===== src/rtl/cpu_irq_pkg.sv =====
package cpu_irq_pkg;
  localparam int LVL_W   = 3;
  localparam int NUM_LOC = 2;
  localparam int NUM_LVL = (1 << LVL_W) - 1;
  localparam int DATA_W  = 8;
  localparam int ADDR_W  = 2;

  localparam logic [ADDR_W-1:0] REG_LOC_EN  = 2'd0;
  localparam logic [ADDR_W-1:0] REG_LOC_CFG = 2'd1;
  localparam logic [ADDR_W-1:0] REG_BP_EN   = 2'd2;
  localparam logic [ADDR_W-1:0] REG_STATUS  = 2'd3;

  localparam logic [2:0] FC_IACK = 3'b111;

  typedef struct packed {
    logic wrLocEn;
    logic wrLocCfg;
    logic wrBpEn;
  } regStrobe_t;

  typedef struct packed {
    logic avec;
    logic ack1;
    logic ack0;
    logic bpReq;
  } ackResp_t;
endpackage


===== src/rtl/irq_datapath.sv =====
module irq_datapath
  import cpu_irq_pkg::*;
(
  input  logic                               clk,
  input  logic                               rstN,
  input  regStrobe_t                         stb,
  input  logic [ADDR_W-1:0]                  regAddr,
  input  logic [DATA_W-1:0]                  regWdata,
  output logic [DATA_W-1:0]                  regRdata,
  input  logic [NUM_LOC-1:0]                 locReqN,
  input  logic [NUM_LVL:1]                   bpIrqN,
  output logic [LVL_W-1:0]                   ipl,
  output logic [NUM_LOC-1:0]                 locActive,
  output logic [NUM_LOC-1:0][LVL_W-1:0]      locLevel,
  output logic [NUM_LOC-1:0]                 locAuto,
  output logic [NUM_LVL:1]                   bpActive
);
  localparam int CFG_W = LVL_W + 1;

  logic [NUM_LOC-1:0]       locEn;
  logic [DATA_W-1:0]        locCfg;
  logic [NUM_LVL:1]         bpEn;
  logic [NUM_LOC-1:0]       locSeen;
  logic [NUM_LVL:1]         levelReq;

  always_ff @(posedge clk or negedge rstN) begin
    if (!rstN) begin
      locEn  <= '0;
      locCfg <= '0;
      bpEn   <= '0;
    end else begin
      if (stb.wrLocEn)  locEn  <= regWdata[NUM_LOC-1:0];
      if (stb.wrLocCfg) locCfg <= regWdata;
      if (stb.wrBpEn)   bpEn   <= regWdata[NUM_LVL:1];
    end
  end

  assign locSeen  = ~locReqN;
  assign bpActive = ~bpIrqN & bpEn;

  for (genvar s = 0; s < NUM_LOC; s++) begin : g_loc
    assign locLevel[s]  = locCfg[s*CFG_W +: LVL_W];
    assign locAuto[s]   = locCfg[s*CFG_W + LVL_W];
    assign locActive[s] = locSeen[s] && locEn[s] && (locLevel[s] != '0);

    // an active local source is never hidden below the presented level
    assert_loc_visible_R4: assert property (@(posedge clk) disable iff (!rstN)
      locActive[s] |-> (ipl >= locLevel[s]));
  end

  for (genvar lv = 1; lv <= NUM_LVL; lv++) begin : g_lvl
    logic [NUM_LOC-1:0] locHere;
    for (genvar s = 0; s < NUM_LOC; s++) begin : g_hit
      assign locHere[s] = locActive[s] && (locLevel[s] == LVL_W'(lv));
    end
    assign levelReq[lv] = bpActive[lv] || (|locHere);
  end

  always_comb begin
    ipl = '0;
    for (int lv = 1; lv <= NUM_LVL; lv++) begin
      if (levelReq[lv]) ipl = LVL_W'(lv);
    end
  end

  always_comb begin
    regRdata = '0;
    case (regAddr)
      REG_LOC_EN:  regRdata[NUM_LOC-1:0] = locEn;
      REG_LOC_CFG: regRdata = locCfg;
      REG_BP_EN:   regRdata[NUM_LVL:1] = bpEn;
      default:     regRdata[NUM_LOC-1:0] = locSeen;
    endcase
  end

  // with every enable clear, nothing reaches the processor
  assert_quiet_when_disabled_R5: assert property (@(posedge clk) disable iff (!rstN)
    ((locEn == '0) && (bpEn == '0)) |-> (ipl == '0));
endmodule


===== src/rtl/irq_control.sv =====
module irq_control
  import cpu_irq_pkg::*;
(
  input  logic                           clk,
  input  logic                           rstN,
  input  logic                           regWe,
  input  logic [ADDR_W-1:0]              regAddr,
  output regStrobe_t                     stb,
  input  logic                           asN,
  input  logic [2:0]                     fc,
  input  logic [LVL_W-1:0]               ackAddr,
  input  logic [NUM_LOC-1:0]             locActive,
  input  logic [NUM_LOC-1:0][LVL_W-1:0]  locLevel,
  input  logic [NUM_LOC-1:0]             locAuto,
  input  logic [NUM_LVL:1]               bpActive,
  output ackResp_t                       resp,
  output logic [LVL_W-1:0]               respLevel
);
  logic               iackNow;
  logic               busy;
  logic [NUM_LOC-1:0] hitLoc;
  logic [NUM_LVL:0]   bpFull;
  ackResp_t           choice;

  always_comb begin
    stb          = '0;
    stb.wrLocEn  = regWe && (regAddr == REG_LOC_EN);
    stb.wrLocCfg = regWe && (regAddr == REG_LOC_CFG);
    stb.wrBpEn   = regWe && (regAddr == REG_BP_EN);
  end

  assign iackNow = !asN && (fc == FC_IACK);
  assign bpFull  = {bpActive, 1'b0};

  for (genvar s = 0; s < NUM_LOC; s++) begin : g_hit
    assign hitLoc[s] = locActive[s] && (locLevel[s] == ackAddr);
  end

  always_comb begin
    choice = '0;
    if (|(hitLoc & locAuto))            choice.avec  = 1'b1;
    else if (hitLoc[1])                 choice.ack1  = 1'b1;
    else if (hitLoc[0])                 choice.ack0  = 1'b1;
    else if (bpFull[ackAddr])           choice.bpReq = 1'b1;
  end

  always_ff @(posedge clk or negedge rstN) begin
    if (!rstN) begin
      resp      <= '0;
      busy      <= 1'b0;
      respLevel <= '0;
    end else if (iackNow) begin
      if (!busy) begin
        resp      <= choice;
        respLevel <= ackAddr;
        busy      <= 1'b1;
      end
    end else begin
      resp <= '0;
      busy <= 1'b0;
    end
  end

  // never more than one responder
  assert_single_response_R11: assert property (@(posedge clk) disable iff (!rstN)
    $onehot0(resp));

  // a response only follows a recognised acknowledge cycle
  assert_resp_needs_iack_R6: assert property (@(posedge clk) disable iff (!rstN)
    (resp != '0) |-> $past(iackNow));

  // the response is frozen for the rest of the cycle
  assert_resp_held_R6: assert property (@(posedge clk) disable iff (!rstN)
    (busy && iackNow) |=> $stable(resp));

  // a backplane request always carries a real level
  assert_bp_level_valid_R9: assert property (@(posedge clk) disable iff (!rstN)
    resp.bpReq |-> (respLevel != '0));
endmodule


===== src/rtl/cpu_irq_router.sv =====
module cpu_irq_router
  import cpu_irq_pkg::*;
(
  input  logic        clk,
  input  logic        rstN,
  input  logic        regWe,
  input  logic [1:0]  regAddr,
  input  logic [7:0]  regWdata,
  output logic [7:0]  regRdata,
  input  logic [1:0]  locReqN,
  input  logic [6:0]  bpIrqN,
  output logic [2:0]  ipl,
  input  logic        asN,
  input  logic [2:0]  fc,
  input  logic [2:0]  ackAddr,
  output logic        avecN,
  output logic [1:0]  locAckN,
  output logic        bpAckReq,
  output logic [2:0]  bpAckLevel
);
  regStrobe_t                     stb;
  ackResp_t                       resp;
  logic [NUM_LOC-1:0]             locActive;
  logic [NUM_LOC-1:0][LVL_W-1:0]  locLevel;
  logic [NUM_LOC-1:0]             locAuto;
  logic [NUM_LVL:1]               bpActive;

  irq_datapath u_dp (
    .clk(clk), .rstN(rstN), .stb(stb), .regAddr(regAddr),
    .regWdata(regWdata), .regRdata(regRdata), .locReqN(locReqN),
    .bpIrqN(bpIrqN), .ipl(ipl), .locActive(locActive),
    .locLevel(locLevel), .locAuto(locAuto), .bpActive(bpActive)
  );

  irq_control u_ctl (
    .clk(clk), .rstN(rstN), .regWe(regWe), .regAddr(regAddr), .stb(stb),
    .asN(asN), .fc(fc), .ackAddr(ackAddr), .locActive(locActive),
    .locLevel(locLevel), .locAuto(locAuto), .bpActive(bpActive),
    .resp(resp), .respLevel(bpAckLevel)
  );

  assign avecN    = ~resp.avec;
  assign locAckN  = ~{resp.ack1, resp.ack0};
  assign bpAckReq = resp.bpReq;
endmodule


===== config.mk =====
export PLATFORM = sky130hd
export DESIGN_NAME = cpu_irq_router
export DESIGN_NICKNAME = d
export VERILOG_FILES = /design/src/rtl/cpu_irq_pkg.sv /design/src/rtl/irq_datapath.sv /design/src/rtl/irq_control.sv /design/src/rtl/cpu_irq_router.sv
export SDC_FILE = /design/constraint.sdc
export NUM_CORES = 1
export LEC_CHECK = 0
export CAP_MARGIN = 20
export CORE_UTILIZATION = 47
export DETAILED_ROUTE_END_ITERATION = 10
export PLACE_DENSITY = 0.91
export SLEW_MARGIN = 20
export SYNTH_ARGS = -nofsm -noshare
export SYNTH_HDL_FRONTEND = slang
export SYNTH_SLANG_ARGS = --single-unit

===== constraint.sdc =====
create_clock -name clk -period 1.8 [get_ports clk]
set_input_delay 0.27 -clock clk [delete_from_list [all_inputs] [get_ports clk]]
set_output_delay 0.27 -clock clk [all_outputs]
set_load 0.01 [all_outputs]

-- After elaboration in Yosys (flattened, before gate mapping)
Cells that the tools add are included.
Widths: inputs -> output; s select.
- order comparisons: 1
- equality and inequality tests: 20
- mux-type cells: 22
- bitwise operators: 7
- reduce and logical (&&, ||, !) cells: 44
- operators with widths (kind ; number):
    $eq 3x3->1 const B ; 9
    $logic_and 1x1->1 ; 24
    $reduce_or 2->1 ; 8
    $mux 3 ; 5
    $eq 3x2->1 const B ; 4
    $pmux 6 s2 ; 1
    $mux 1 ; 8
    $mux 4 ; 2
    $and 7x7->7 ; 1
    $logic_or 1x1->1 ; 7
    $not 7->7 ; 1
    $eq 3x1->1 const B ; 2
    $eq 3x3->1 ; 2
    $mux 2 ; 3
    $pmux 1 s3 ; 2
    $reduce_bool 3->1 ; 2
    $lt 3x4->1 const B ; 1
    $not 2->2 ; 2
    $bmux 1 s3 ; 1
    $and 2x2->2 ; 1
    $eq 2x1->1 const B ; 1
    $eq 2x2->1 const B ; 1
    $logic_not 2->1 ; 1
    $ne 2x2->1 const B ; 1
    other kinds (3) ; 4
- register bits after elaboration: 25
- output and inout port bits: 18
- logic and storage cells: 103

-- Logic depth before layout (Yosys ltp)
- word-level depth: 13
- depth in mapped cells: 6
- gate-level depth less buffers: 5

-- Cells and area by module
A second synthesis with hierarchy kept.
- cells, all modules: 151
- area total of the unflattened synthesis: 1619.1 µm²
- by module, submodules not included (module ; instances ; cells an instance ; area an instance (µm²)):
    irq_datapath ; 1 ; 104 ; 1097.3
    irq_control ; 1 ; 44 ; 510.5
    cpu_irq_router ; 1 ; 3 ; 11.3

-- Worst setup path before layout
OpenSTA, ideal clock, no wires.
- path type: register -> output
- start: reg u_dp.locCfg[2]
- end: out ipl[0]
- arrival time: 1345 ps
- data required time: 1530 ps
- slack: 185 ps
- stages on the path, launching flop included: 6
- buffers on the path: 0
- path through: dfrtp_1 or4b_1 o21ai_1 o211a_1 o21ai_1 nand3_1
- longest elaborated chain between the ends: 12
- ends and longest elaborated chain (what ; line ; text):
    from (decl) ; irq_datapath.sv:21 ; logic [DATA_W-1:0] locCfg;
    from (signal assigned) ; irq_datapath.sv:33 ; if (stb.wrLocCfg) locCfg <= regWdata;
    $reduce_bool 3->1 ; irq_datapath.sv:44 ; assign locActive[s] = locSeen[s] && locEn[s] && (locLevel[s] != '0);
    $logic_and 1x1->1 ; irq_datapath.sv:44 ;
    $logic_and 1x1->1 ; irq_datapath.sv:54 ; assign locHere[s] = locActive[s] && (locLevel[s] == LVL_W'(lv));
    $reduce_or 2->1 ; irq_datapath.sv:56 ; assign levelReq[lv] = bpActive[lv] || (|locHere);
    $logic_or 1x1->1 ; irq_datapath.sv:56 ;
    $mux 1 ; irq_datapath.sv:62 ; if (levelReq[lv]) ipl = LVL_W'(lv);
    $mux 2 (2 in series) ; irq_datapath.sv:62 ;
    $mux 3 (3 in series) ; irq_datapath.sv:62 ;
    $mux 3 * ; irq_datapath.sv:62 ;
    to (decl) ; cpu_irq_router.sv:12 ; output logic [2:0] ipl,
Every way passes the cells marked *; elsewhere a longest branch is shown, timed or not.

-- Final worst setup path
- start: reg u_dp.locCfg[2]
- end: out ipl[1]
- longest elaborated chain between the ends: 11
- ends and longest elaborated chain (what ; line):
    $reduce_bool 3->1 ; irq_datapath.sv:44
    $logic_and 1x1->1 ; irq_datapath.sv:44
    $logic_and 1x1->1 ; irq_datapath.sv:54
    $reduce_or 2->1 ; irq_datapath.sv:56
    $logic_or 1x1->1 ; irq_datapath.sv:56
    $mux 2 (2 in series) ; irq_datapath.sv:62
    $mux 3 (3 in series) ; irq_datapath.sv:62
    $mux 3 * ; irq_datapath.sv:62
Marked as above.

==> results.md <==
- Unrepaired setup endpoints after global routing: true
- Worst-Margin Slew: 0.3412 ns
- Setup slack after layout: -0.3643 ns
- PD cells: 727.3 nW/um2
- Number of global-route vias before repair: 1592
- Register-to-Register Path Depth: 7
- Crit. End Element: output pin
- Max stage delay on crit path: 0.42 ns
- Synth top area cells: dfrtp_1, mux2_2, a22oi_1
- Top post-synthesis cells by count: dfrtp_1, mux2_2, a22oi_1, nor2b_1
- Synth warnings: 0
- Critical Path AT: 1.89 ns
- Clk sink count: 25
- Async S/R FF share, synth: 100.0%
- Layout cells sized above 1: 39.92%
- Die ar.: 3664 um2
- #FFs+latches synth: 25
- Worst r2r src: u_dp.locCfg[1]
- Peak supply drop: 0.5879 mV
- Initial Util: 51.07%
- Final Hold Vio Count: 0
- Clock-pin slew on the worst setup and hold paths: 0.14 ns
- Synthesized cell area: 1610 um2
- DR DRC count: 0
- Root Buffer: clkbuf_4
- Post-DP HPWL: 3.769 mm
- Post-synth top area share: 38.85%
- R2R setup slack: 0.05 ns
- # setup viols final: 4
- Layout fillers: 213
- Syn Nets: 185
- Static leakage: 1.091 nW
- Register area share after synthesis: 38.85%
- Max Fanout on Critical Path: 5
- Wire per inst: 17.30 um
- Min Tclk post-route: 2.164 ns
- CTS tree: done
- Leading area contributor after synthesis: dfrtp_1
- Critical Path RT: 1.53 ns
- # IOs: 47
- Worst Skew: 0.001695 ns
- Final wirelength: 4.878 mm
- Crit path max-delay cell type: dfrtp_1
- H-tree depth: 1
- Setup TNS: -1.121 ns
- ANT cells: 0
- Failing checks: negative setup slack
- # nets final: 272
- FMAX: 462.0 MHz
- Hold slack final: 0.2767 ns
- PortBufs: 46
- Crit-path cells: buf_6 -> and4bb_2 -> nor2_1 -> a31oi_1 -> or4_1 -> buf_2
- Initial antenna violation count: 0
- Gpl congestion: 0.8832
- Slew Limit Fails: 0
- Height of the die: 60.54 um
- Grt total ovfl: 0
- Clock buffer depth: 2
- Critical path launch point type: flop
- Status: finished with violations
- FP Rows: 20
- Number of iterations in the first detailed-routing pass: 4
- Worst-Skew Late Latency: 0.33 ns
- Die W: 60.54 um
- Iteration-0 DRC Markers: 72
- Post-synth top flop: dfrtp_1
- Area growth, synth to finish: 55.17%
- Pin count of the biggest net entering global routing: 26
- CP Class: flop to output pin
- Post-synth EDFFs: 0
- CTS Buf Count: 3
- Final ANT Viol Nets: 0
- Place WS: -0.7210 ns
- Via-to-Cell Ratio: 5.521
- Via Count: 1557
- Slew margin rel.: 77.04%
- Max-cap check violation count: 0
- First-pass GRT wire length: 7.603 mm
- Overall Global Routing Usage: 28.60%
- Worst Hold Class: input port to async pin
- Most common cell in the netlist: dfrtp_1
- Tcrit/Tclk final: 120.2%
- Cell count after synthesis: 152
- Mean Syn Cell Area: 10.59 um2
- Worst R2R End: u_ctl.resp[2]
- Netlist cell types: 48
- Floorplan Core Area: 3153 um2
[sequential cells by signal, summed over array words and instances, names as in the netlist]
register / count
u_ctl.respLevel: 3
u_ctl.busy: 1
u_dp.locCfg: 8
u_dp.locEn: 2
u_ctl.resp: 4
u_dp.bpEn: 7
[how the worst max path moves through the flow]
| stage | cells after the start | endpoint | slack [ns] | from |
|---|---|---|---|---|
| finish | 6 | ipl[1] | -0.36 | u_dp.locCfg[2] |
| global route | 7 | ipl[0] | -0.44 | u_dp.locCfg[2] |
| CTS | 6 | ipl[1] | -0.34 | u_dp.locCfg[2] |
| detailed placement | 7 | ipl[0] | -0.72 | locReqN[0] |
| global placement | 7 | ipl[0] | -0.70 | locReqN[0] |
| floorplan | 5 | ipl[0] | 0.19 | u_dp.locCfg[2] |
[logic make-up (layout without fill, tap and decap cells)]
logic type | count (synthesis) | in the layout | share of synthesized area, %
and+or+nand+nor | 49 | 49 | 19.89
AOI/OAI and AO/OA | 31 | 31 | 14.69
DFF | 25 | 25 | 38.85
muxes | 23 | 23 | 16.63
buffers and inverters | 16 | 102 | 4.662
adders and majority gates | 4 | 4 | 3.108
xor gates and xnor gates | 4 | 4 | 2.176
[worst max-delay path: cells and delay by family, from the launching register on]
family                 cells  cell delay (ns)
and+or+nand+nor            3             0.75
buffers and inverters      2             0.30
DFF                        1             0.42
AOI/OAI and AO/OA          1             0.09
[cell usage in the layout (no fill, tap or decap), drive strengths merged, types with 3 or more instances in the layout]
cell            n
a21oi           3
a221oi          3
a22oi           9
buf            50
clkbuf          5
clkdlybuf4s50  31
dfrtp          25
dlygate4sd2     5
ha              4
inv             8
mux2           20
nand2           5
nand2b          8
nand3           3
nor2            7
nor2b           9
o21ai           3
[what timing repair did]
item / in CTS / in global routing
endpoints found under the setup margin: 11 / 12
resized for setup: 44 / 17
buffers inserted: 4 / 3
pin swaps: 7 / 4
hold buffers: 0 / 0
[where the power goes]
part	switching, mW	internal (mW)	total, mW
Clock	0.181	0.0836	0.265
Sequential	0.0844	0.652	0.736
Combinational	0.340	0.476	0.816
Total	0.606	1.21	1.82
[cell type report]
type                    count  area, um2  share of cell area, %
clock buffers               3      22.52                 0.9014
clock inverters             1      5.005                 0.2003
inverters                   8      30.03                  1.202
multi-input cells         111      965.9                  38.66
flip-flops and latches     25      628.1                  25.14
well taps                  44      55.05                  2.203
repair buffers             90      792.0                  31.70
[stage by stage]
stage | instances | cell area, um2 | util [%] | total power, mW
2_1_floorplan | 152 | 1610 | - | 1.077
3_3_place_gp | 272 | 2391 | 75.83 | 1.472
3_5_place_dp | 272 | 2391 | 75.83 | 1.502
4_1_cts | 280 | 2454 | 77.82 | 1.767
5_1_grt | 282 | 2499 | 79.25 | 1.907
6_report | 282 | 2499 | 79.25 | 1.817
[routing by layer]
layer  vias to the layer above  GRT usage, %  part of all wire [%]
met3                         7         4.691                   4.9
li1                        746             -                     -
met2                        47         51.18                    54
met1                       757         34.86                    40
met5                         -             0                     0
met4                         0         9.740                   1.1
No activity file was read; power rests on OpenSTA's default activity.
